--- src/rtl/irq_wake_pkg.sv ---
package irq_wake_pkg;

    typedef enum logic [1:0] {
        ST_IDLE    = 2'd0,
        ST_RESOLVE = 2'd1,
        ST_WAIT    = 2'd2
    } ctl_state_e;

endpackage

--- src/rtl/irq_prio_enc.sv ---
module irq_prio_enc #(
    parameter int N  = 17,
    parameter int IW = $clog2(N)
) (
    input  logic [N-1:0]  vec_i,
    output logic          found_o,
    output logic [IW-1:0] idx_o
);

    // lowest index has the highest priority
    always_comb begin
        found_o = 1'b0;
        idx_o   = '0;
        for (int i = N - 1; i >= 0; i--) begin
            if (vec_i[i]) begin
                found_o = 1'b1;
                idx_o   = IW'(i);
            end
        end
    end

endmodule

--- src/rtl/irq_wake_gen.sv ---
module irq_wake_gen #(
    parameter int N          = 17,
    parameter int STROBE_IDX = 16
) (
    input  logic [N-1:0] elig_i,
    input  logic         nmi_new_i,
    input  logic         sleep_i,
    input  logic         standby_i,
    output logic         wake_d_o
);

    always_comb begin
        if (standby_i) begin
            wake_d_o = elig_i[STROBE_IDX];
        end else if (sleep_i) begin
            wake_d_o = (|elig_i) | nmi_new_i;
        end else begin
            wake_d_o = 1'b0;
        end
    end

endmodule

--- src/rtl/irq_wake_ctrl.sv ---
module irq_wake_ctrl #(
    parameter int NUM_SRC    = 17,
    parameter int VEC_W      = 5,
    parameter int VEC_BASE   = 2,
    parameter int RESET_CODE = 0,
    parameter int NMI_CODE   = 1,
    parameter int STROBE_IDX = 16
) (
    input  logic               clk,
    input  logic               rst_n,
    input  logic [NUM_SRC-1:0] req_i,
    input  logic [NUM_SRC-1:0] en_i,
    input  logic               mask_i,
    input  logic               nmi_i,
    input  logic               sleep_i,
    input  logic               standby_i,
    input  logic               ack_i,
    output logic               accept_o,
    output logic [VEC_W-1:0]   vector_o,
    output logic               mask_set_o,
    output logic               wake_o
);
    import irq_wake_pkg::*;

    localparam int IW = $clog2(NUM_SRC);

    typedef struct packed {
        ctl_state_e       state;
        logic             cap_nmi;
        logic [IW-1:0]    cap_idx;
        logic             nmi_prev;
        logic             nmi_pend;
        logic             accept;
        logic             mask_set;
        logic [VEC_W-1:0] vector;
        logic             wake;
    } ctl_t;

    ctl_t cur_q, nxt_d;

    logic [NUM_SRC-1:0] elig, live;
    logic               elig_found, live_found;
    logic [IW-1:0]      elig_idx, live_idx;
    logic               nmi_rise, nmi_now, wake_d;

    assign elig     = req_i & en_i & {NUM_SRC{~mask_i}};
    assign live     = req_i & en_i;
    assign nmi_rise = nmi_i & ~cur_q.nmi_prev;
    assign nmi_now  = cur_q.nmi_pend | nmi_rise;

    irq_prio_enc #(.N(NUM_SRC), .IW(IW)) u_enc_detect (
        .vec_i   (elig),
        .found_o (elig_found),
        .idx_o   (elig_idx)
    );

    irq_prio_enc #(.N(NUM_SRC), .IW(IW)) u_enc_resolve (
        .vec_i   (live),
        .found_o (live_found),
        .idx_o   (live_idx)
    );

    irq_wake_gen #(.N(NUM_SRC), .STROBE_IDX(STROBE_IDX)) u_wake (
        .elig_i    (elig),
        .nmi_new_i (nmi_rise),
        .sleep_i   (sleep_i),
        .standby_i (standby_i),
        .wake_d_o  (wake_d)
    );

    function automatic logic [VEC_W-1:0] src_code(input logic [IW-1:0] idx);
        return VEC_W'(idx) + VEC_W'(VEC_BASE);
    endfunction

    always_comb begin
        nxt_d          = cur_q;
        nxt_d.accept   = 1'b0;
        nxt_d.mask_set = 1'b0;
        nxt_d.nmi_prev = nmi_i;
        nxt_d.nmi_pend = nmi_now;
        nxt_d.wake     = wake_d;
        case (cur_q.state)
            ST_IDLE: begin
                if (nmi_now) begin
                    nxt_d.cap_nmi = 1'b1;
                    nxt_d.state   = ST_RESOLVE;
                end else if (elig_found) begin
                    nxt_d.cap_nmi = 1'b0;
                    nxt_d.cap_idx = elig_idx;
                    nxt_d.state   = ST_RESOLVE;
                end
            end
            ST_RESOLVE: begin
                nxt_d.state  = ST_WAIT;
                nxt_d.accept = 1'b1;
                if (cur_q.cap_nmi) begin
                    nxt_d.vector   = VEC_W'(NMI_CODE);
                    nxt_d.nmi_pend = nmi_rise;
                end else begin
                    nxt_d.mask_set = 1'b1;
                    if (live[cur_q.cap_idx]) begin
                        nxt_d.vector = src_code(cur_q.cap_idx);
                    end else if (live_found) begin
                        nxt_d.vector = src_code(live_idx);
                    end else begin
                        nxt_d.vector = VEC_W'(RESET_CODE);
                    end
                end
            end
            ST_WAIT: begin
                if (ack_i) nxt_d.state = ST_IDLE;
            end
            default: nxt_d.state = ST_IDLE;
        endcase
    end

    always_ff @(posedge clk or negedge rst_n) begin
        if (!rst_n) begin
            cur_q <= '{state: ST_IDLE, cap_nmi: 1'b0, cap_idx: '0,
                       nmi_prev: 1'b0, nmi_pend: 1'b0, accept: 1'b0,
                       mask_set: 1'b0, vector: '0, wake: 1'b0};
        end else begin
            cur_q <= nxt_d;
        end
    end

    assign accept_o   = cur_q.accept;
    assign vector_o   = cur_q.vector;
    assign mask_set_o = cur_q.mask_set;
    assign wake_o     = cur_q.wake;

    p_accept_single_r4: assert property (@(posedge clk) disable iff (!rst_n)
        accept_o |=> !accept_o)
        else $error("accept strobe longer than one cycle");

    p_mask_set_paired_r5: assert property (@(posedge clk) disable iff (!rst_n)
        mask_set_o |-> accept_o)
        else $error("mask_set without accept");

    p_nmi_no_mask_set_r7: assert property (@(posedge clk) disable iff (!rst_n)
        (accept_o && vector_o == VEC_W'(NMI_CODE)) |-> !mask_set_o)
        else $error("mask_set on non-maskable vector");

    p_hold_until_ack_r6: assert property (@(posedge clk) disable iff (!rst_n)
        (cur_q.state == ST_WAIT && !ack_i) |=> !accept_o)
        else $error("acceptance before acknowledge");

    p_vector_range_r3: assert property (@(posedge clk) disable iff (!rst_n)
        accept_o |-> (vector_o <= VEC_W'(NUM_SRC + VEC_BASE - 1)))
        else $error("vector code out of range");

    p_vector_stable_r4: assert property (@(posedge clk) disable iff (!rst_n)
        (!accept_o && !$rose(accept_o)) |=> (accept_o || $stable(vector_o)))
        else $error("vector changed without acceptance");

    p_standby_strobe_only_r11: assert property (@(posedge clk) disable iff (!rst_n)
        (standby_i && !(req_i[STROBE_IDX] && en_i[STROBE_IDX] && !mask_i)) |=> !wake_o)
        else $error("standby wake from a non-strobe source");

endmodule

--- config.mk ---
export PLATFORM = sky130hd
export DESIGN_NAME = irq_wake_ctrl
export DESIGN_NICKNAME = d
export VERILOG_FILES = /design/src/rtl/irq_wake_pkg.sv /design/src/rtl/irq_prio_enc.sv /design/src/rtl/irq_wake_gen.sv /design/src/rtl/irq_wake_ctrl.sv
export SDC_FILE = /design/constraint.sdc
export NUM_CORES = 1
export LEC_CHECK = 0
export CAP_MARGIN = 10
export CORE_MARGIN = 5
export CORE_UTILIZATION = 48
export DETAILED_ROUTE_END_ITERATION = 10
export PLACE_DENSITY = 0.81
export SETUP_SLACK_MARGIN = 0.15
export SYNTH_ARGS = -nofsm -noshare
export SYNTH_HDL_FRONTEND = slang
export SYNTH_HIERARCHICAL = 1
export SYNTH_SLANG_ARGS = --single-unit
export TNS_END_PERCENT = 10
--- constraint.sdc ---
create_clock -name clk -period 2.8 [get_ports clk]
set_clock_uncertainty 0.2 [all_clocks]
set_input_delay 0.56 -clock clk [delete_from_list [all_inputs] [get_ports clk]]
set_output_delay 0.56 -clock clk [all_outputs]
set_load 0.005 [all_outputs]
-- After elaboration in Yosys (flattened, before gate mapping)
Index checks and enable logic that the tools add are counted.
- logic and storage cells: 112
- output and inout port bits: 8
- input port bits: 41
- bits in registers: 18
- muxes and demuxes: 82
- equality and inequality tests: 4
- $add $sub $neg: 2
- bitwise logic cells: 8
- magnitude comparators: 1
- reductions and logical operators: 6
- operators with widths (cell ; number):
    two-way mux 5 bit ; 37
    two-way mux 1 bit ; 39
    AND 17 bit ; 2
    OR reduction 17 bit ; 1
    two-way mux 8 bit ; 2
    adder 5 x 2 -> 5 bit (second input constant) ; 2
    less-than comparator 5 x 6 -> 1 bit (second input constant) ; 1
    one-hot mux 2 bit (3 select lines) ; 1
    binary-select mux 1 bit (select 5 bit) ; 1
    AND reduction 2 bit ; 2
    two-way mux 3 bit ; 1
    inequality test 3 bit (second input constant) ; 1
    NOT 1 bit ; 3
    AND reduction 3 bit ; 1
    == test 2 x 1 -> 1 bit (second input constant) ; 1
    == test 2 bit (second input constant) ; 1
    zero test 2 bit ; 1
    two-way mux 2 bit ; 1
    inequality test 2 bit (second input constant) ; 1
    OR 1 bit ; 2
    nonzero test 2 bit ; 1
    AND 1 bit ; 1

-- Depth between registers and ports, before layout
- word-level depth: 23
- depth in mapped cells: 12
- depth with buffers taken out: 12

-- Hierarchy
Netlist, hierarchy kept.
- modules (own cells, without submodules) (module ; cells each ; area each (sq um) ; times used ; seq. area each (sq um)):
    irq_wake_ctrl ; 149 ; 1258.7 ; 1 ; 450.4
    irq_prio_enc ; 35 ; 190.2 ; 2 ; 0.0
    irq_wake_gen ; 8 ; 57.6 ; 1 ; 0.0

-- Worst setup path after synthesis
Ideal clock, no wire load.
- kind: input to register
- start: in mask_i
- end: reg cur_q[10] (netlist bit)
- setup time: 125 ps
- path slack: 31 ps
- stages: 9
- path buffers: 2
- data arrival time: 2444 ps
- data required time: 2475 ps
- cells stage by stage: clkbuf_1 clkbuf_1 nor2_1 nor4_2 nand3_1 or3_1 nand2_1 nor3_1 mux2_2
- elaborated cells between the ends (all ways): 36
- classes of those cells: mux: 33; bitwise: 2; reduce/logical: 1
- RTL lines (item ; line ; RTL):
    start: declaration ; irq_wake_ctrl.sv:13 ; input logic mask_i,
    NOT 1 bit ; irq_wake_ctrl.sv:46 ; assign elig = req_i & en_i & {NUM_SRC{~mask_i}};
    AND 17 bit ; irq_wake_ctrl.sv:46 ;
    net elig[7] ; irq_wake_ctrl.sv:41 ; logic [NUM_SRC-1:0] elig, live;
    two-way mux 1 bit (8 in series) ; irq_prio_enc.sv:15 ; if (vec_i[i]) begin
    net elig_found ; irq_wake_ctrl.sv:42 ; logic elig_found, live_found;
    AND reduction 3 bit (no line) ; n/a ;
    end signal: assignment ; irq_wake_ctrl.sv:119 ; cur_q <= '{state: ST_IDLE, cap_nmi: 1'b0, cap_idx: '0,
    end signal: assignment ; irq_wake_ctrl.sv:123 ; cur_q <= nxt_d;
    end: declaration ; irq_wake_ctrl.sv:39 ; ctl_t cur_q, nxt_d;
The timed path passes the listed nets, and every way through them passes these cells.
A chain may end at the register's enable or synchronous reset.

-- Final worst setup path
- start: in req_i[7]
- end: reg cur_q, in the netlist vector_o[3]
- elaborated cells between the ends (all ways): 23
- classes of those cells: add/sub: 1; mux: 21; bitwise: 1
- RTL lines (item ; line ; RTL):
    start: declaration ; irq_wake_ctrl.sv:11 ; input logic [NUM_SRC-1:0] req_i,
    AND 17 bit ; irq_wake_ctrl.sv:47 ; assign live = req_i & en_i;
    net live[7] ; irq_wake_ctrl.sv:41 ;
    two-way mux 1 bit (8 in series) ; irq_prio_enc.sv:15 ;
    net live_found ; irq_wake_ctrl.sv:42 ;
    two-way mux 5 bit ; irq_wake_ctrl.sv:103 ; end else if (live_found) begin
    two-way mux 5 bit ; irq_wake_ctrl.sv:101 ; if (live[cur_q.cap_idx]) begin
    two-way mux 5 bit ; irq_wake_ctrl.sv:96 ; if (cur_q.cap_nmi) begin
The timed path passes the listed nets, and every way through them passes these cells. The select of a mux whose other input is x is not followed.

==> flow_metrics.tcl <==
set metrics [dict create \
    status "finished clean" \
    dp_hpwl_um 3798 \
    synth_top_family_by_area "simple AND/OR/NAND/NOR gates" \
    core.rowCount 21 \
    synth_seq_cells 18 \
    grt_usage_pct 19.04 \
    slew-limit-headroom_pct 49.81 \
    cts-buffers-inserted 3 \
    leakage_nw 1.229 \
    slowest_delay_ns 0.40 \
    cpMaxStageDelayCell "clkdlybuf4s50_1" \
    rsz0062_at_grt "yes" \
    yosys.area_share.simple_pct 34.00 \
    die_x_um 69.45 \
    synth_xor_area_share_pct 1.549 \
    area_delta_synth_final_pct 50.66 \
    synthArstFlopShare_pct 100.0 \
    holdWs_ns 0.3030 \
    htreeDepth 1 \
    min_path_cells 2 \
    reg2reg_from "cur_q[10]" \
    synth_mux_area_share_pct 10.47 \
    crit_arrival_ns 2.61 \
    vias 1875 \
    die_h_um 69.45 \
    grt_pass1_wl_um 7914 \
    worstSetupPathType "in -> reg" \
    grt_pass1_vias 1912 \
    ant_nets 0 \
    path_max_fanout 4 \
    core_mm2 0.003390 \
    ir_drop_uv 218.3 \
    r2r_cells 5 \
    clk_latency_ns 0.29 \
    fin_crit_sh_pct 93.54 \
    overflow 0 \
    syn_nets 270 \
    fp.dieArea_mm2 0.004823 \
    hp-start "vector_o[4]" \
    num_antenna_cells 0 \
    synth-edff-count 0 \
    clk_pin_slew_worst_paths_ns 0.10 \
    final_nets 351 \
    drc 0 \
    dp_slack_ns -0.1772 \
    fin_ws_ns 0.1810 \
    ys.flop_type "dfrtp_1" \
    setup-violations-final 0 \
    worstReg2RegEnd "vector_o[2]" \
    yosysSeqAreaShare_pct 26.55 \
    hold_path_class "reg -> reg" \
    hold_buffers 0 \
    yosysTopAreaCell "dfrtp_1" \
    synthAdderAreaFrac_pct 1.475 \
    grt_max_degree 19 \
    cp_common_cell "nand2_1" \
    cts.sinks 18 \
    layout_min_cycle_time_ns 2.619 \
    hold_violations 0 \
    slew_viol_final 0 \
    cts.path.max_buffers 2 \
    hold_end "vector_o[4]" \
    fmax_ghz 0.3818 \
    synth_compound_gate_area_share_pct 15.49 \
    maxCapViolCount 0 \
    p_total_mw 1.297 \
    place_congestion 0.9489 \
    startpoint_type "primary input" \
    synth_cell_types 45 \
    drtIter0Drc 149 \
    worst_setup_path_end_kind "register" \
    drt_first_pass_iters 4 \
    initial_core_util_pct 50.06 \
    instances_no_fill 353 \
    yosys-top-cells-area "dfrtp_1, nand2_1, nor2_1" \
    via_per_inst 5.312 \
    synth.cell_area_mm2 0.001697 \
    cts_tree "yes" \
    path_cells "clkdlybuf4s50_1, nand2_1, inv_1, nor4_4, nand3_1, or3_1, and2_1, and3_1, a31oi_1, nand2_1" \
    required_ns 2.79 \
    rrSetupSlack_ns 0.46 \
    yosys_warnings 6 \
    avgSynthCellArea_um2 7.474 \
    portBuffers 48 \
    drive_gt1_share_pct 20.52 \
    p_per_area_mw_per_mm2 507.5 \
    wirelength_um 4590 \
    place_inst 347 \
    post-synth-top-area-fraction_pct 26.55 \
    wl_per_cell_um 13.00 \
    grt_antenna_before_repair 0 \
    final_util_pct 75.42 \
    worst_pin_slew_ns 0.7505 \
    synth_cells 227 \
    io_pins 49 \
    root_buffer "clkbuf_4" \
]
[area by class of cell]
class | count | area [µm²]
multi-input combinational | 171 | 1109
fill | 251 | 833.3
timing repair buffer | 86 | 798.3
sequential | 18 | 450.4
inverter | 28 | 105.1
tap | 46 | 57.56
clock buffer | 4 | 36.28
[cells in the mapped netlist (4+ instances only)]
cell,number
nand3_1,9
nor4_1,5
mux2_2,5
a21oi_1,13
nand2b_1,7
nand2_1,36
o21ai_0,5
nor2_1,31
dfrtp_1,18
buf_4,5
nor3_1,8
nor4_2,4
inv_1,28
a31oi_1,4
[power breakdown]
part,internal [mW],switching [mW]
clock,0.0792,0.0794
sequential,0.353,0.107
combinational,0.387,0.292
total,0.819,0.478
[critical path: cells and delay by family]
family	cells	cell delay, ns
AOI/OAI and AO/OA	1	0.18
buffers and inverters	2	0.49
and+or+nand+nor	7	1.38
[worst max-delay path by stage]
| stage | slack (ns) | start | to |
|---|---|---|---|
| global route | 0.05 | en_i[12] | vector_o[3] |
| finish | 0.18 | req_i[7] | vector_o[3] |
| CTS | 0.13 | mask_i | cur_q[11] |
| detailed placement | -0.18 | mask_i | cur_q[13] |
| global placement | -0.16 | mask_i | cur_q[13] |
| floorplan | 0.16 | mask_i | cur_q[10] |
[cell usage in the layout (no fill, tap or decap), types with 3 or more instances in the layout]
cell type | Yosys | routed
mux4_1 | 3 | 3
a21oi_1 | 13 | 13
o21ai_0 | 5 | 5
nand3_1 | 9 | 9
nor4_1 | 5 | 3
mux2_2 | 5 | 5
clkbuf_4 | 0 | 3
nor3_1 | 8 | 8
nand2_1 | 36 | 34
dfrtp_1 | 18 | 18
nor2_1 | 31 | 31
nor4_2 | 4 | 4
a31oi_1 | 4 | 4
nand2b_1 | 7 | 7
inv_1 | 28 | 28
o31ai_1 | 3 | 3
clkdlybuf4s50_1 | 0 | 47
and3_1 | 3 | 3
buf_4 | 5 | 36
[flip-flops by register name (all words and copies together), names as in the netlist]
name,count
wake_o,1
accept_o,1
cur_q,10
mask_set_o,1
vector_o,5
[cell families after synthesis]
group / count (synthesis)
AOI/OAI and AO/OA: 39
xor gates and xnor gates: 3
adders and majority gates: 2
buffers and inverters: 38
DFF: 18
muxes: 11
and+or+nand+nor: 116
[layer usage]
layer	wire, µm	up-vias	global-route usage, %
met5	0	-	0
met4	27	0	4.121
met3	225	4	1.304
met2	2392	56	35.91
met1	1944	868	23.40
li1	-	947	-
[what timing repair did]
item / CTS / global route
setup endpoints to repair: 6 / 8
resized for setup: 1 / 7
gates cloned: 0 / 1
pin swaps: 0 / 4
setup buffers: 0 / 1
[stage by stage]
step,TNS [ns],instance area (µm²)
detailed placement,-1.216,2445
floorplan,0,1700
finish,0,2556
global placement,-1.018,2445
CTS,0,2487
global route,0,2556
(Power assumes the default switching activity.)
